`src/rtl/bridge_cfg_regs.sv`:
```
module bridge_cfg_regs #(
  parameter int          ADDR_W    = 6,
  parameter logic [15:0] VENDOR_ID = 16'h1234,
  parameter logic [15:0] DEVICE_ID = 16'h0001,
  parameter logic [7:0]  REV_ID    = 8'h00,
  parameter bit          MULTI_FN  = 1'b0
) (
  input  logic              clk,
  input  logic              rst_n,
  input  logic              fwd_off,
  input  logic              cfg_wr,
  input  logic [ADDR_W-1:0] cfg_addr,
  input  logic [3:0]        cfg_be,
  input  logic [31:0]       cfg_wdata,
  output logic [31:0]       cfg_rdata,
  output logic              remap_o,
  output logic              sec_rst_o
);
  localparam logic [15:0] STAT     = 16'h00A0;
  localparam logic [3:0]  IO_TYPE  = 4'h1;
  localparam logic [3:0]  PF_TYPE  = 4'h1;
  localparam int          BRK_BIT  = 6;

  logic [2:0]  cmd;
  logic [7:0]  pri_bus, sec_bus, sub_bus, sec_lat;
  logic [3:0]  io_base, io_limit;
  logic [11:0] mem_base, mem_limit, pf_base, pf_limit;
  logic [31:0] pf_base_up, pf_limit_up;
  logic [15:0] io_base_up, io_limit_up;
  logic [11:0] bctl;

  function automatic logic [31:0] merge(input logic [31:0] old, input logic [31:0] d,
                                        input logic [3:0] be);
    logic [31:0] r;
    for (int b = 0; b < 4; b++)
      r[b*8 +: 8] = be[b] ? d[b*8 +: 8] : old[b*8 +: 8];
    return r;
  endfunction

  wire at1  = cfg_wr && (cfg_addr == ADDR_W'(1));
  wire at6  = cfg_wr && (cfg_addr == ADDR_W'(6));
  wire at7  = cfg_wr && (cfg_addr == ADDR_W'(7));
  wire at8  = cfg_wr && (cfg_addr == ADDR_W'(8));
  wire at9  = cfg_wr && (cfg_addr == ADDR_W'(9));
  wire at10 = cfg_wr && (cfg_addr == ADDR_W'(10));
  wire at11 = cfg_wr && (cfg_addr == ADDR_W'(11));
  wire at12 = cfg_wr && (cfg_addr == ADDR_W'(12));
  wire at15 = cfg_wr && (cfg_addr == ADDR_W'(15));

  wire win_hit = ((at1 || at7) && |cfg_be[1:0])
              || ((at8 || at9 || at10 || at11 || at12) && |cfg_be)
              || (at15 && |cfg_be[3:2]);

  wire brk_rise = at15 && cfg_be[2] && cfg_wdata[16+BRK_BIT] && !bctl[BRK_BIT] && !fwd_off;

  always_ff @(posedge clk) begin
    if (!rst_n) begin
      remap_o   <= 1'b0;
      sec_rst_o <= 1'b0;
    end else begin
      remap_o   <= win_hit || fwd_off;
      sec_rst_o <= brk_rise;
    end
  end

  always_ff @(posedge clk) begin
    if (!rst_n) begin
      cmd <= '0;
      pri_bus <= '0; sec_bus <= '0; sub_bus <= '0; sec_lat <= '0;
      io_base <= '0; io_limit <= '0;
      mem_base <= '0; mem_limit <= '0;
      pf_base <= '0; pf_limit <= '0;
      pf_base_up <= '0; pf_limit_up <= '0;
      io_base_up <= '0; io_limit_up <= '0;
      bctl <= '0;
    end else if (fwd_off) begin
      io_base     <= 4'hF;
      io_limit    <= 4'h0;
      mem_base    <= 12'hFFF;
      mem_limit   <= 12'h000;
      pf_base     <= 12'hFFF;
      pf_limit    <= 12'h000;
      pf_base_up  <= '0;
      pf_limit_up <= '0;
    end else begin
      if (at1 && cfg_be[0]) cmd <= cfg_wdata[2:0];
      if (at6) begin
        if (cfg_be[0]) pri_bus <= cfg_wdata[7:0];
        if (cfg_be[1]) sec_bus <= cfg_wdata[15:8];
        if (cfg_be[2]) sub_bus <= cfg_wdata[23:16];
        if (cfg_be[3]) sec_lat <= cfg_wdata[31:24];
      end
      if (at7) begin
        if (cfg_be[0]) io_base  <= cfg_wdata[7:4];
        if (cfg_be[1]) io_limit <= cfg_wdata[15:12];
      end
      if (at8) begin
        if (cfg_be[0]) mem_base[3:0]   <= cfg_wdata[7:4];
        if (cfg_be[1]) mem_base[11:4]  <= cfg_wdata[15:8];
        if (cfg_be[2]) mem_limit[3:0]  <= cfg_wdata[23:20];
        if (cfg_be[3]) mem_limit[11:4] <= cfg_wdata[31:24];
      end
      if (at9) begin
        if (cfg_be[0]) pf_base[3:0]   <= cfg_wdata[7:4];
        if (cfg_be[1]) pf_base[11:4]  <= cfg_wdata[15:8];
        if (cfg_be[2]) pf_limit[3:0]  <= cfg_wdata[23:20];
        if (cfg_be[3]) pf_limit[11:4] <= cfg_wdata[31:24];
      end
      if (at10) pf_base_up  <= merge(pf_base_up, cfg_wdata, cfg_be);
      if (at11) pf_limit_up <= merge(pf_limit_up, cfg_wdata, cfg_be);
      if (at12) begin
        if (cfg_be[0]) io_base_up[7:0]   <= cfg_wdata[7:0];
        if (cfg_be[1]) io_base_up[15:8]  <= cfg_wdata[15:8];
        if (cfg_be[2]) io_limit_up[7:0]  <= cfg_wdata[23:16];
        if (cfg_be[3]) io_limit_up[15:8] <= cfg_wdata[31:24];
      end
      if (at15) begin
        if (cfg_be[2]) bctl[7:0]  <= cfg_wdata[23:16];
        if (cfg_be[3]) bctl[11:8] <= cfg_wdata[27:24];
      end
    end
  end

  always_comb begin
    cfg_rdata = '0;
    case (cfg_addr)
      ADDR_W'(0):  cfg_rdata = {DEVICE_ID, VENDOR_ID};
      ADDR_W'(1):  cfg_rdata = {STAT, 13'd0, cmd};
      ADDR_W'(2):  cfg_rdata = {24'h060400, REV_ID};
      ADDR_W'(3):  cfg_rdata = {8'h00, MULTI_FN, 7'h01, 16'h0000};
      ADDR_W'(6):  cfg_rdata = {sec_lat, sub_bus, sec_bus, pri_bus};
      ADDR_W'(7):  cfg_rdata = {STAT, io_limit, IO_TYPE, io_base, IO_TYPE};
      ADDR_W'(8):  cfg_rdata = {mem_limit, 4'h0, mem_base, 4'h0};
      ADDR_W'(9):  cfg_rdata = {pf_limit, PF_TYPE, pf_base, PF_TYPE};
      ADDR_W'(10): cfg_rdata = pf_base_up;
      ADDR_W'(11): cfg_rdata = pf_limit_up;
      ADDR_W'(12): cfg_rdata = {io_limit_up, io_base_up};
      ADDR_W'(15): cfg_rdata = {4'h0, bctl, 16'h0000};
      default:     cfg_rdata = '0;
    endcase
  end
endmodule

```
`config.mk`:
```
export PLATFORM = sky130hd
export DESIGN_NAME = bridge_cfg_regs
export DESIGN_NICKNAME = d
export VERILOG_FILES = /design/src/rtl/bridge_cfg_regs.sv
export SDC_FILE = /design/constraint.sdc
export NUM_CORES = 1
export LEC_CHECK = 0
export BUFFER_PORTS_ARGS = -buffer_cell sky130_fd_sc_hd__buf_2
export CAP_MARGIN = 20
export CORE_ASPECT_RATIO = 1.5
export CORE_MARGIN = 2
export CORE_UTILIZATION = 54
export DETAILED_ROUTE_END_ITERATION = 10
export PLACE_DENSITY = 0.76
export SLEW_MARGIN = 20
export SYNTH_ARGS = -nofsm -noshare
export SYNTH_HDL_FRONTEND = slang
export SYNTH_SLANG_ARGS = --single-unit
```
`constraint.sdc`:
```
create_clock -name clk -period 3.2 [get_ports clk]
set_clock_uncertainty 0.2 [all_clocks]
set_input_delay 0.8 -clock clk [delete_from_list [all_inputs] [get_ports clk]]
set_output_delay 0.8 -clock clk [all_outputs]
set_load 0.005 [all_outputs]
```
After elaboration in Yosys (flattened, before gate mapping)
Cells that the tools add are included.

cells by class
  muxes and demuxes = 9
  equal/unequal tests = 11
  bitwise operators = 2
  reductions and logical operators = 66

operators with widths
  operator                                                               count
  32-bit one-hot mux with 12 select lines                                1
  12-bit two-way mux                                                     4
  2-bit AND reduction                                                    19
  6-bit by 4-bit equality test with 1-bit output, second input constant  6
  3-bit AND reduction                                                    10
  1-bit logical AND                                                      17
  6-bit by 2-bit equality test with 1-bit output, second input constant  2
  6-bit by 3-bit equality test with 1-bit output, second input constant  2
  4-bit two-way mux                                                      3
  2-bit nonzero test                                                     5
  1-bit logical OR                                                       8
  8-bit two-way mux                                                      1
  6-bit by 1-bit equality test with 1-bit output, second input constant  1
  6-bit zero test                                                        1
  2-bit OR reduction                                                     3
  4-bit OR reduction                                                     1
  1-bit zero test                                                        2
  1-bit NOT                                                              2

word-level totals
  bits in registers = 201
  output and inout bits = 34

Depth between registers and ports, before layout
Gate-level depths: netlist (run 1).

  depth in word-level cells = 10
  gate-level depth with buffers = 8

Worst setup path after synthesis (run 1)
Ideal clock, no wire load.

  path type = input port to output port
  start = in cfg_addr[2]
  end = out cfg_rdata[21]
  cell stages on the path = 7
  path buffers = 3
  required time = 2200 ps
  arrival time = 2264 ps
  setup slack = -64 ps
  cell sequence = or4b_4 > buf_6 > buf_2 > nor2_1 > buf_2 > a22oi_1 > nand4b_1

between the ends
  longest elaborated chain between the ends = 2
  elaborated cells between the ends (all ways) = 13
  classes of those cells = eq/ne (11); mux (1); reduce/logical (1)

RTL lines
  item                                                                    line  text
  from (decl)                                                             12    input logic [ADDR_W-1:0] cfg_addr,
  6-bit by 4-bit equality test with 1-bit output (tied with other cells)  126   case (cfg_addr)
  32-bit one-hot mux with 12 select lines *                               126
  to (decl)                                                               15    output logic [31:0] cfg_rdata,

Every way passes the cells marked *; elsewhere a longest branch is shown, timed or not.

Worst setup path in the final report (run 1)
  start = in cfg_addr[4]
  end = out cfg_rdata[25]

Same word-level chain as after synthesis.

==> qor.yml, run 1 <==
drc_errors: 0
syn-instance-count: 1076
setup_viol: 23
drive_gt1_frac: 0.229
overflow: 0
endpoint: "cfg_rdata[25]"
grt_util_met1: 0.393
cts_tree: "yes"
synth-seq-cells: 201
hold_viol: 0
clk_pin_slew_ns: 0.06
power_density_nw_per_um2: 487
synth_top_area_share: 0.455
holdBufCountCts: 0
r2r_setup_slack_ns: 2.19
syn-cell-area_sq_um: 8830
die_x_microns: 108
ys_seq_area_frac: 0.455
relSlewSlack: 0.581
grtUsageMet2: 0.505
syn_nets: 1122
grt_pass1_wl_microns: 42600
grt_pass1_vias: 8340
ys.warnings.count: 0
drt_iter0_markers: 694
routedWlPerCell_microns: 19.7
die_h_microns: 161
numCtsBuffers: 20
violations: "negative setup slack"
vias_per_cell: 6.28
ctsRootBufferMaster: "clkbuf_16"
antenna_found_initial: 0
synth-async-reset-ratio: 0
p_leak_nw: 4.09
htree_levels: 1
final-max-slew-violation-count: 0
fin_crit_ns: 3.28
timing.rr.start: "pf_base[2]$_SDFFE_PN0P_"
diodes: 0
syn2layout_area_growth_pct: 24.5
required_ns: 2.20
cp_max_fo: 6
port_buffers: 79
cp-end-kind: "primary output"
grt.busiest_layer: "met2"
start_util: 0.548
cts_sinks: 201
design.core.area_sq_um: 16100
final_core_util: 0.683
setup_ws_ns: -0.0780
critPathLaunch: "cfg_addr[4]"
ys.flop_type: "dfxtp_1"
r2r-end: "pf_base[2]$_SDFFE_PN0P_"
cp-start-kind: "primary input"
worst_pin_slew_ns: 0.626
ant_nets: 0
status: "finished with violations"
dieArea_sq_um: 17400
grt_max_degree: 64
io_pins: 80
clockBufferDepth: 3
synth.distinct_cells: 51
crit_type: "primary input to primary output"
dr.pass1.iters: 7
grt_use_total: 0.307
grtUsageMet3: 0.0357
dp_hpwl_microns: 17900
ir_worst_vdd_mv: 0.398
drv_cap: 0
rsz0062_at_grt: "yes"
min_path_type: "flop to flop"
holdWs_ns: 0.255
wl_microns: 27600
clk_latency_ns: 0.49
place.gp.congestion: 0.905
yosysTopAreaCell: "dfxtp_1"
via_count: 8814
period_share: 1.02
synth_edf_count: 0
avgSynthCellArea_sq_um: 8.21
max_clock_freq_ghz: 0.305
cp_data_arrival_time_ns: 2.28
num-nets-final: 1230
r2r_cells: 1
rows: 57
ys_top_cells_by_area: "dfxtp_1 46%, nand3_1 9.9%, nand2_1 8.5%"
## area by class of cell
type	instances	area (sq um)
fillers	1358	5120
multi-input cells	777	4650
clock buffers	28	582
well taps	206	258
flip-flops and latches	201	4020
repair buffers	180	1380
clock inverters	7	90.1
inverters	4	15.0
## cells by family after synthesis
group,count (synthesis),share of synthesized area
flip-flops,201,0.455
XOR/XNOR,1,0.000992
multiplexers,18,0.0255
AND/OR/NAND/NOR,465,0.250
buffers and inverters,98,0.0456
AO/OA/AOI/OAI,293,0.222
## timing repair
action	CTS	global route
endpoints found under the setup margin	32	32
pin swaps	17	25
buffers inserted	2	2
gates cloned	0	1
resized for setup	55	28
## cells in the mapped netlist (5+ instances only)
cell / n
buf_1: 9
nor2_1: 21
and3_1: 8
a21oi_1: 40
nor2b_1: 7
nand2_1: 201
a22oi_1: 55
and2_1: 6
a222oi_1: 7
o311a_1: 28
o21ai_0: 98
buf_2: 22
nand3_1: 174
mux2_2: 6
dfxtp_1: 201
or3_1: 13
o2bb2ai_1: 5
clkbuf_1: 62
mux2i_1: 9
a21boi_0: 40
nor3_2: 6
nor3_1: 5
## stage by stage
step | TNS, ns | cells | total power [mW] | setup WS [ns] | area, sq um
global placement | -4.93 | 1364 | 2.94 | -0.204 | 9940
finish | -0.888 | 1403 | 5.36 | -0.0780 | 11000
global route | -1.68 | 1403 | 5.47 | -0.0864 | 11000
floorplan | -0.258 | 1076 | 2.78 | -0.0283 | 8840
CTS | -0.307 | 1400 | 5.34 | -0.0416 | 10800
detailed placement | -5.96 | 1364 | 2.95 | -0.233 | 9940
## where the power goes
group | internal, mW | leakage [nW] | switching, mW
Sequential | 2.53 | 1.63 | 0.0175
Combinational | 0.145 | 2.14 | 0.230
Clock | 1.43 | 0.325 | 1.00
Total | 4.11 | 4.09 | 1.25
## sequential cells by signal, summed over array words and instances (netlist names), 4 cells and up
signal and flops:
pf_limit 12, mem_base 12, io_limit 4, io_base 4
pf_base_up 32, io_limit_up 16, sec_lat 8, mem_limit 12
pri_bus 8, sub_bus 8, bctl 12, sec_bus 8
pf_base 12, pf_limit_up 32, io_base_up 16
## routing by layer
layer,up-vias,routed length (microns)
li1,4108,-
met1,4184,10800
met2,411,13300
met3,111,2110
met4,0,1390
met5,-,0
## placed cells by master, fill, tap and decap left out, types with 7 or more instances in the layout
cell type,synthesis,layout
o21ai_0,98,96
a222oi_1,7,7
buf_4,0,77
and3_1,8,8
buf_6,1,16
buf_12,0,9
clkbuf_16,0,22
o311a_1,28,28
nand2_1,201,199
a21boi_0,40,40
dfxtp_1,201,201
a22oi_2,0,19
nand3_1,174,171
nor2_1,21,16
mux2i_1,9,9
a22oi_1,55,36
or3_1,13,13
a21oi_1,40,40
buf_2,22,74
## worst min path at each step
stage | depth (start not counted) | from | end
final | 2 | pf_base_up[3]$_SDFFE_PP0P_ | pf_base_up[3]$_SDFFE_PP0P_
after detailed placement | 2 | io_limit[0]$_SDFFE_PP0P_ | io_limit[0]$_SDFFE_PP0P_
after global routing | 2 | io_limit[0]$_SDFFE_PP0P_ | io_limit[0]$_SDFFE_PP0P_
after global placement | 2 | pf_limit_up[8]$_SDFFE_PP0P_ | pf_limit_up[8]$_SDFFE_PP0P_
after CTS | 2 | pf_base_up[3]$_SDFFE_PP0P_ | pf_base_up[3]$_SDFFE_PP0P_
after floorplan | 2 | io_limit[0]$_SDFFE_PP0P_ | io_limit[0]$_SDFFE_PP0P_
## worst max-delay path: stages
cell and delay [ns]:
buf_8 0.10, or4b_4 0.65, nor2_4 0.21, buf_6 0.17
a222oi_1 0.09, nand3_1 0.12, buf_2 0.12
(Power assumes the default switching activity.)
==> run 2: changes to the inputs <==
- PLACE_DENSITY: 0.76 -> 0.81
- REMOVE_ABC_BUFFERS: default -> 1
==> run 2 against run 1 <==
The run still ends with negative setup slack left. Maximum frequency decreased by 4.1%. Critical endpoint is now cfg_rdata[12]. Sequential share of layout area decreased by 0.30 points. Highest routed layer is now met5. Via count increased by 3.2%. Global-route usage increased by 0.29 points.
==> qor.yml, run 2 (synthesis results as in run 1) <==
setup_ws_ns: -0.219
cp_max_fo: 11
drive_gt1_frac: 0.235
worst_pin_slew_ns: 0.761
cp_data_arrival_time_ns: 2.42
port_buffers: 79
period_share: 1.07
final_cell_mix: "201 x dfxtp_1, 198 x nand2_1, 171 x nand3_1, 96 x o21ai_0, 81 x buf_4"
ir_worst_vdd_mv: 0.381
overflow: 0
start_util: 0.548
power_density_nw_per_um2: 482
cp-end-kind: "primary output"
die_x_microns: 108
final_common_cell: "dfxtp_1"
holdWs_ns: 0.259
grt_pass1_wl_microns: 43200
drc_errors: 0
io_pins: 80
clk_pin_slew_ns: 0.06
clockBufferDepth: 3
crit_type: "primary input to primary output"
ant_nets: 0
wl_microns: 28700
vias_per_cell: 6.45
via_count: 9095
antenna_found_initial: 4
design.core.area_sq_um: 16100
dp_hpwl_microns: 17900
required_ns: 2.20
rows: 57
p_leak_nw: 4.15
syn2layout_area_growth_pct: 25.5
dieArea_sq_um: 17400
drt_iter0_markers: 1006
die_h_microns: 161
rsz0062_at_grt: "yes"
grt_pass1_vias: 8556
cts_tree: "yes"
status: "finished with violations"
grt_max_degree: 85
fin_crit_ns: 3.42
reg.largest.list: "pf_base_up: 32 flops, pf_limit_up: 32 flops"
tns_ns: -3.68
cts_sinks: 201
grt_use_total: 0.310
htree_levels: 1
holdBufCountCts: 0
dp_slack_ns: -0.198
ctsRootBufferMaster: "clkbuf_16"
num-nets-final: 1237
final-max-slew-violation-count: 0
numCtsBuffers: 19
violations: "negative setup slack"
dr.pass1.iters: 6
cp-start-kind: "primary input"
clk_latency_ns: 0.49
setup_viol: 30
min_path_type: "flop to flop"
place.gp.congestion: 0.894
hold_viol: 0
max_clock_freq_ghz: 0.292
relSlewSlack: 0.492
drv_cap: 0
routedWlPerCell_microns: 20.4
run 2: worst paths after layout:
path                            cells after the start                   startpoint                           to  slack [ns]
worst max register to register                      2  io_limit_up[6]$_SDFFE_PN0P_  io_limit_up[6]$_SDFFE_PN0P_        2.21
worst min register to register                      2   pf_base_up[7]$_SDFFE_PP0P_   pf_base_up[7]$_SDFFE_PP0P_        0.26
worst min-delay path                                2   pf_base_up[7]$_SDFFE_PP0P_   pf_base_up[7]$_SDFFE_PP0P_        0.26
worst max-delay path                                8                  cfg_addr[5]                cfg_rdata[12]       -0.22
run 2: area by class of cell:
type                            count  area (sq um)
Antenna cell                        2          5.00
Clock buffer                       26           552
Clock inverter                      7           114
Fill cell                        1256          5030
Inverter                            4          15.0
Multi-Input combinational cell    777          4630
Sequential cell                   201          4020
Tap cell                          206           258
Timing Repair Buffer              188          1490
run 2: through the flow:
stage / cells / instance area [sq um] / utilization / power, mW
after floorplan: 982 / 8450 / - / 2.73
after global placement: 1366 / 9970 / 0.618 / 2.94
after global routing: 1411 / 11100 / 0.688 / 5.47
after detailed placement: 1366 / 9970 / 0.618 / 2.95
after CTS: 1401 / 10800 / 0.667 / 5.31
final: 1411 / 11100 / 0.688 / 5.34
run 2: power breakdown:
| part | internal (mW) | switching (mW) | total [mW] |
|---|---|---|---|
| registers | 2.53 | 0.0153 | 2.54 |
| logic | 0.151 | 0.234 | 0.384 |
| clock network | 1.45 | 0.963 | 2.41 |
| total | 4.13 | 1.21 | 5.34 |
run 2: what timing repair did:
action	in CTS	in global routing
resized for setup	27	48
cloned	1	4
setup endpoints to repair	32	32
endpoints found under the hold margin	0	0
pin swaps	2	30
setup buffers	1	4
run 2: worst max-delay path: stages:
cell and delay, ns:
buf_8 0.10, buf_12 0.12, or4b_4 0.63, nor2_4 0.23, buf_12 0.19, a22oi_1 0.09
nand3_1 0.12, buf_2 0.13
run 2: layer usage:
metal,part of all wire,global-route usage,vias up
met5,0.00045,0,-
met4,0.058,0.161,2
met3,0.090,0.0507,140
met2,0.49,0.516,545
met1,0.36,0.379,4281
li1,-,-,4127
==> run 3: changes to the inputs <==
- ABC_AREA: default -> 1
==> run 3 against run 2 <==
Synthesized cell count is 19% higher. Maximum frequency up 8.5%. Combinational power is 15% lower. First-iteration DRC count shrank 31%. Critical endpoint is now cfg_rdata[18]. The run now ends clean. Largest cell class unchanged. Via count up 1.0%. Final cell count up 12%. Clock-buffer cell count up 7. Utilization is 4.7 points lower.
==> qor.yml, run 3 <==
wl_microns: 27800
holdWs_ns: 0.248
hold_path_end: "pf_limit_up[19]$_SDFFE_PP0P_"
drt_iter0_markers: 698
place.gp.congestion: 0.998
syn-instance-count: 1284
holdBufCountCts: 0
p_leak_nw: 4.02
vias_per_cell: 5.79
clkPwrFrac: 0.442
p_int_mw: 3.93
die_h_microns: 161
cp_data_arrival_time_ns: 2.15
dp_hpwl_microns: 18700
cp_max_fo: 8
ctsRootBufferMaster: "clkbuf_16"
cp-end-kind: "primary output"
hp-start: "pf_limit_up[19]$_SDFFE_PP0P_"
syn-cell-area_sq_um: 8930
drv_cap: 0
dr.pass1.iters: 7
synth_edf_count: 0
yosys-top-cells-count: "262 x nand2_1, 201 x dfxtp_1, 176 x a21oi_1, 141 x nor2_1, 121 x nand3_1"
rows: 57
ys_seq_area_frac: 0.451
status: "finished clean"
synth-async-reset-ratio: 0
cp-start-kind: "primary input"
tns_ns: 0
ys.warnings.count: 0
power_frac_seq: 0.495
setup_viol: 0
p_comb_frac: 0.063
cts_tree: "yes"
final_cell_mix: "259 x nand2_1, 201 x dfxtp_1, 176 x a21oi_1, 139 x nor2_1, 121 x nand3_1"
max_clock_freq_ghz: 0.317
synth_top_area_share: 0.451
ant_nets: 0
drc_errors: 0
period_share: 0.985
clk_pin_slew_ns: 0.06
power_density_nw_per_um2: 496
overflow: 0
reg.largest.list: "pf_base_up: 32 flops, pf_limit_up: 32 flops"
fin_crit_ns: 3.15
yosysMostFrequentCell: "nand2_1"
setup_ws_ns: 0.0489
start_util: 0.552
diodes: 0
dieArea_sq_um: 17600
grt_max_degree: 77
avgSynthCellArea_sq_um: 6.95
ir_worst_vdd_mv: 0.399
routedWlPerCell_microns: 17.5
cts_setup_buffers: 0
fillers: 1452
timing.rr.start: "bctl[6]$_SDFFE_PN0P_"
drive_gt1_frac: 0.138
synth.distinct_cells: 28
io_pins: 80
die_x_microns: 109
crit_type: "primary input to primary output"
worst_pin_slew_ns: 0.861
numCtsBuffers: 20
hold_viol: 0
design.core.area_sq_um: 16200
r2r_cells: 3
num-nets-final: 1412
ys.flop_type: "dfxtp_1"
r2r_setup_slack_ns: 2.18
yosysTopAreaCell: "dfxtp_1"
syn2layout_area_growth_pct: 16.3
htree_levels: 1
relSlewSlack: 0.424
holdPathStages: 2
r2r-end: "sec_rst_o$_SDFF_PN0_"
via_count: 9190
grt_pass1_wl_microns: 44000
swShare: 0.238
clockBufferDepth: 3
antenna_found_initial: 0
clk_latency_ns: 0.49
synth-seq-cells: 201
port_buffers: 79
grt_use_total: 0.315
grt_pass1_vias: 8920
min_path_type: "flop to flop"
required_ns: 2.20
ys_top_cells_by_area: "dfxtp_1 45%, nand2_1 11%, a21oi_1 9.9%"
switching_power_mw: 1.22
final_common_cell: "nand2_1"
cts_sinks: 201
final_core_util: 0.641
final-max-slew-violation-count: 0
dp_slack_ns: 0.0404
-- run 3: cell types whose count changed in the layout (fill, tap and decap cells not counted), sizes merged, moves of 23 or more --
| cell | previous run | this run |
|---|---|---|
| buf | 184 | 128 |
| a22oi | 55 | 13 |
| inv | 4 | 107 |
| o311a | 28 | 0 |
| nand3 | 174 | 123 |
| nor2 | 22 | 156 |
| a21boi | 40 | 0 |
| nand2 | 201 | 266 |
| o21ai | 99 | 122 |
| a21oi | 40 | 176 |
-- run 3: how the worst max path moves through the flow --
stage / startpoint / endpoint / cells past startpoint
after floorplan: cfg_addr[0] / cfg_rdata[16] / 5
after global placement: cfg_addr[1] / cfg_rdata[5] / 10
after detailed placement: cfg_addr[1] / cfg_rdata[5] / 10
after CTS: cfg_addr[1] / cfg_rdata[5] / 10
after global routing: cfg_addr[1] / cfg_rdata[23] / 11
final: cfg_addr[3] / cfg_rdata[18] / 11
-- run 3: cells by family after synthesis --
kind of cell,synth area share
AND/OR/NAND/NOR,0.283
AO/OA/AOI/OAI,0.187
flip-flops,0.451
buffers and inverters,0.0789
-- run 3: stage by stage --
stage	total power [mW]	instances	instance area (sq um)
4_1_cts	5.15	1586	10300
3_3_place_gp	2.91	1550	9720
3_5_place_dp	2.92	1550	9720
6_report	5.15	1586	10400
5_1_grt	5.28	1586	10400
2_1_floorplan	2.74	1216	8630
-- run 3: repair_timing --
| item | CTS | global route |
|---|---|---|
| endpoints found under the setup margin | 0 | 17 |
| hold endpoints to repair | 0 | 0 |
| resized for setup | 0 | 8 |
-- run 3: cell type report --
| class | instances | area, sq um | area share |
|---|---|---|---|
| tap | 206 | 258 | 0.0248 |
| inverter | 107 | 402 | 0.0387 |
| sequential | 201 | 4020 | 0.388 |
| clock inverter | 3 | 18.8 | 0.00181 |
| timing repair buffer | 128 | 830 | 0.0799 |
| clock buffer | 33 | 611 | 0.0588 |
| multi-input combinational | 908 | 4240 | 0.408 |
-- run 3: power groups by stage --
stage | logic [mW] | registers [mW] | clock network [mW]
final | 0.327 | 2.55 | 2.28
after global routing | 0.353 | 2.55 | 2.38
after CTS | 0.314 | 2.55 | 2.29
after detailed placement | 0.313 | 2.60 | 0
after global placement | 0.308 | 2.60 | 0
after floorplan | 0.138 | 2.60 | 0
-- run 3: per-layer routing --
| layer | GRT usage | up-vias | routed length [microns] |
|---|---|---|---|
| li1 | - | 4415 | - |
| met1 | 0.374 | 4240 | 10600 |
| met2 | 0.539 | 437 | 13800 |
| met3 | 0.0440 | 98 | 2160 |
| met4 | 0.172 | 0 | 1200 |
| met5 | 0 | - | 0 |
-- run 3: worst max-delay path, cell delays in order --
cell     delay [ns]
buf_2          0.13
inv_2          0.07
nor2_2         0.13
nand2_2        0.13
nor2_2         0.21
buf_4          0.23
nand2_1        0.07
o21ai_0        0.08
a21oi_1        0.06
nand3_1        0.10
buf_2          0.13
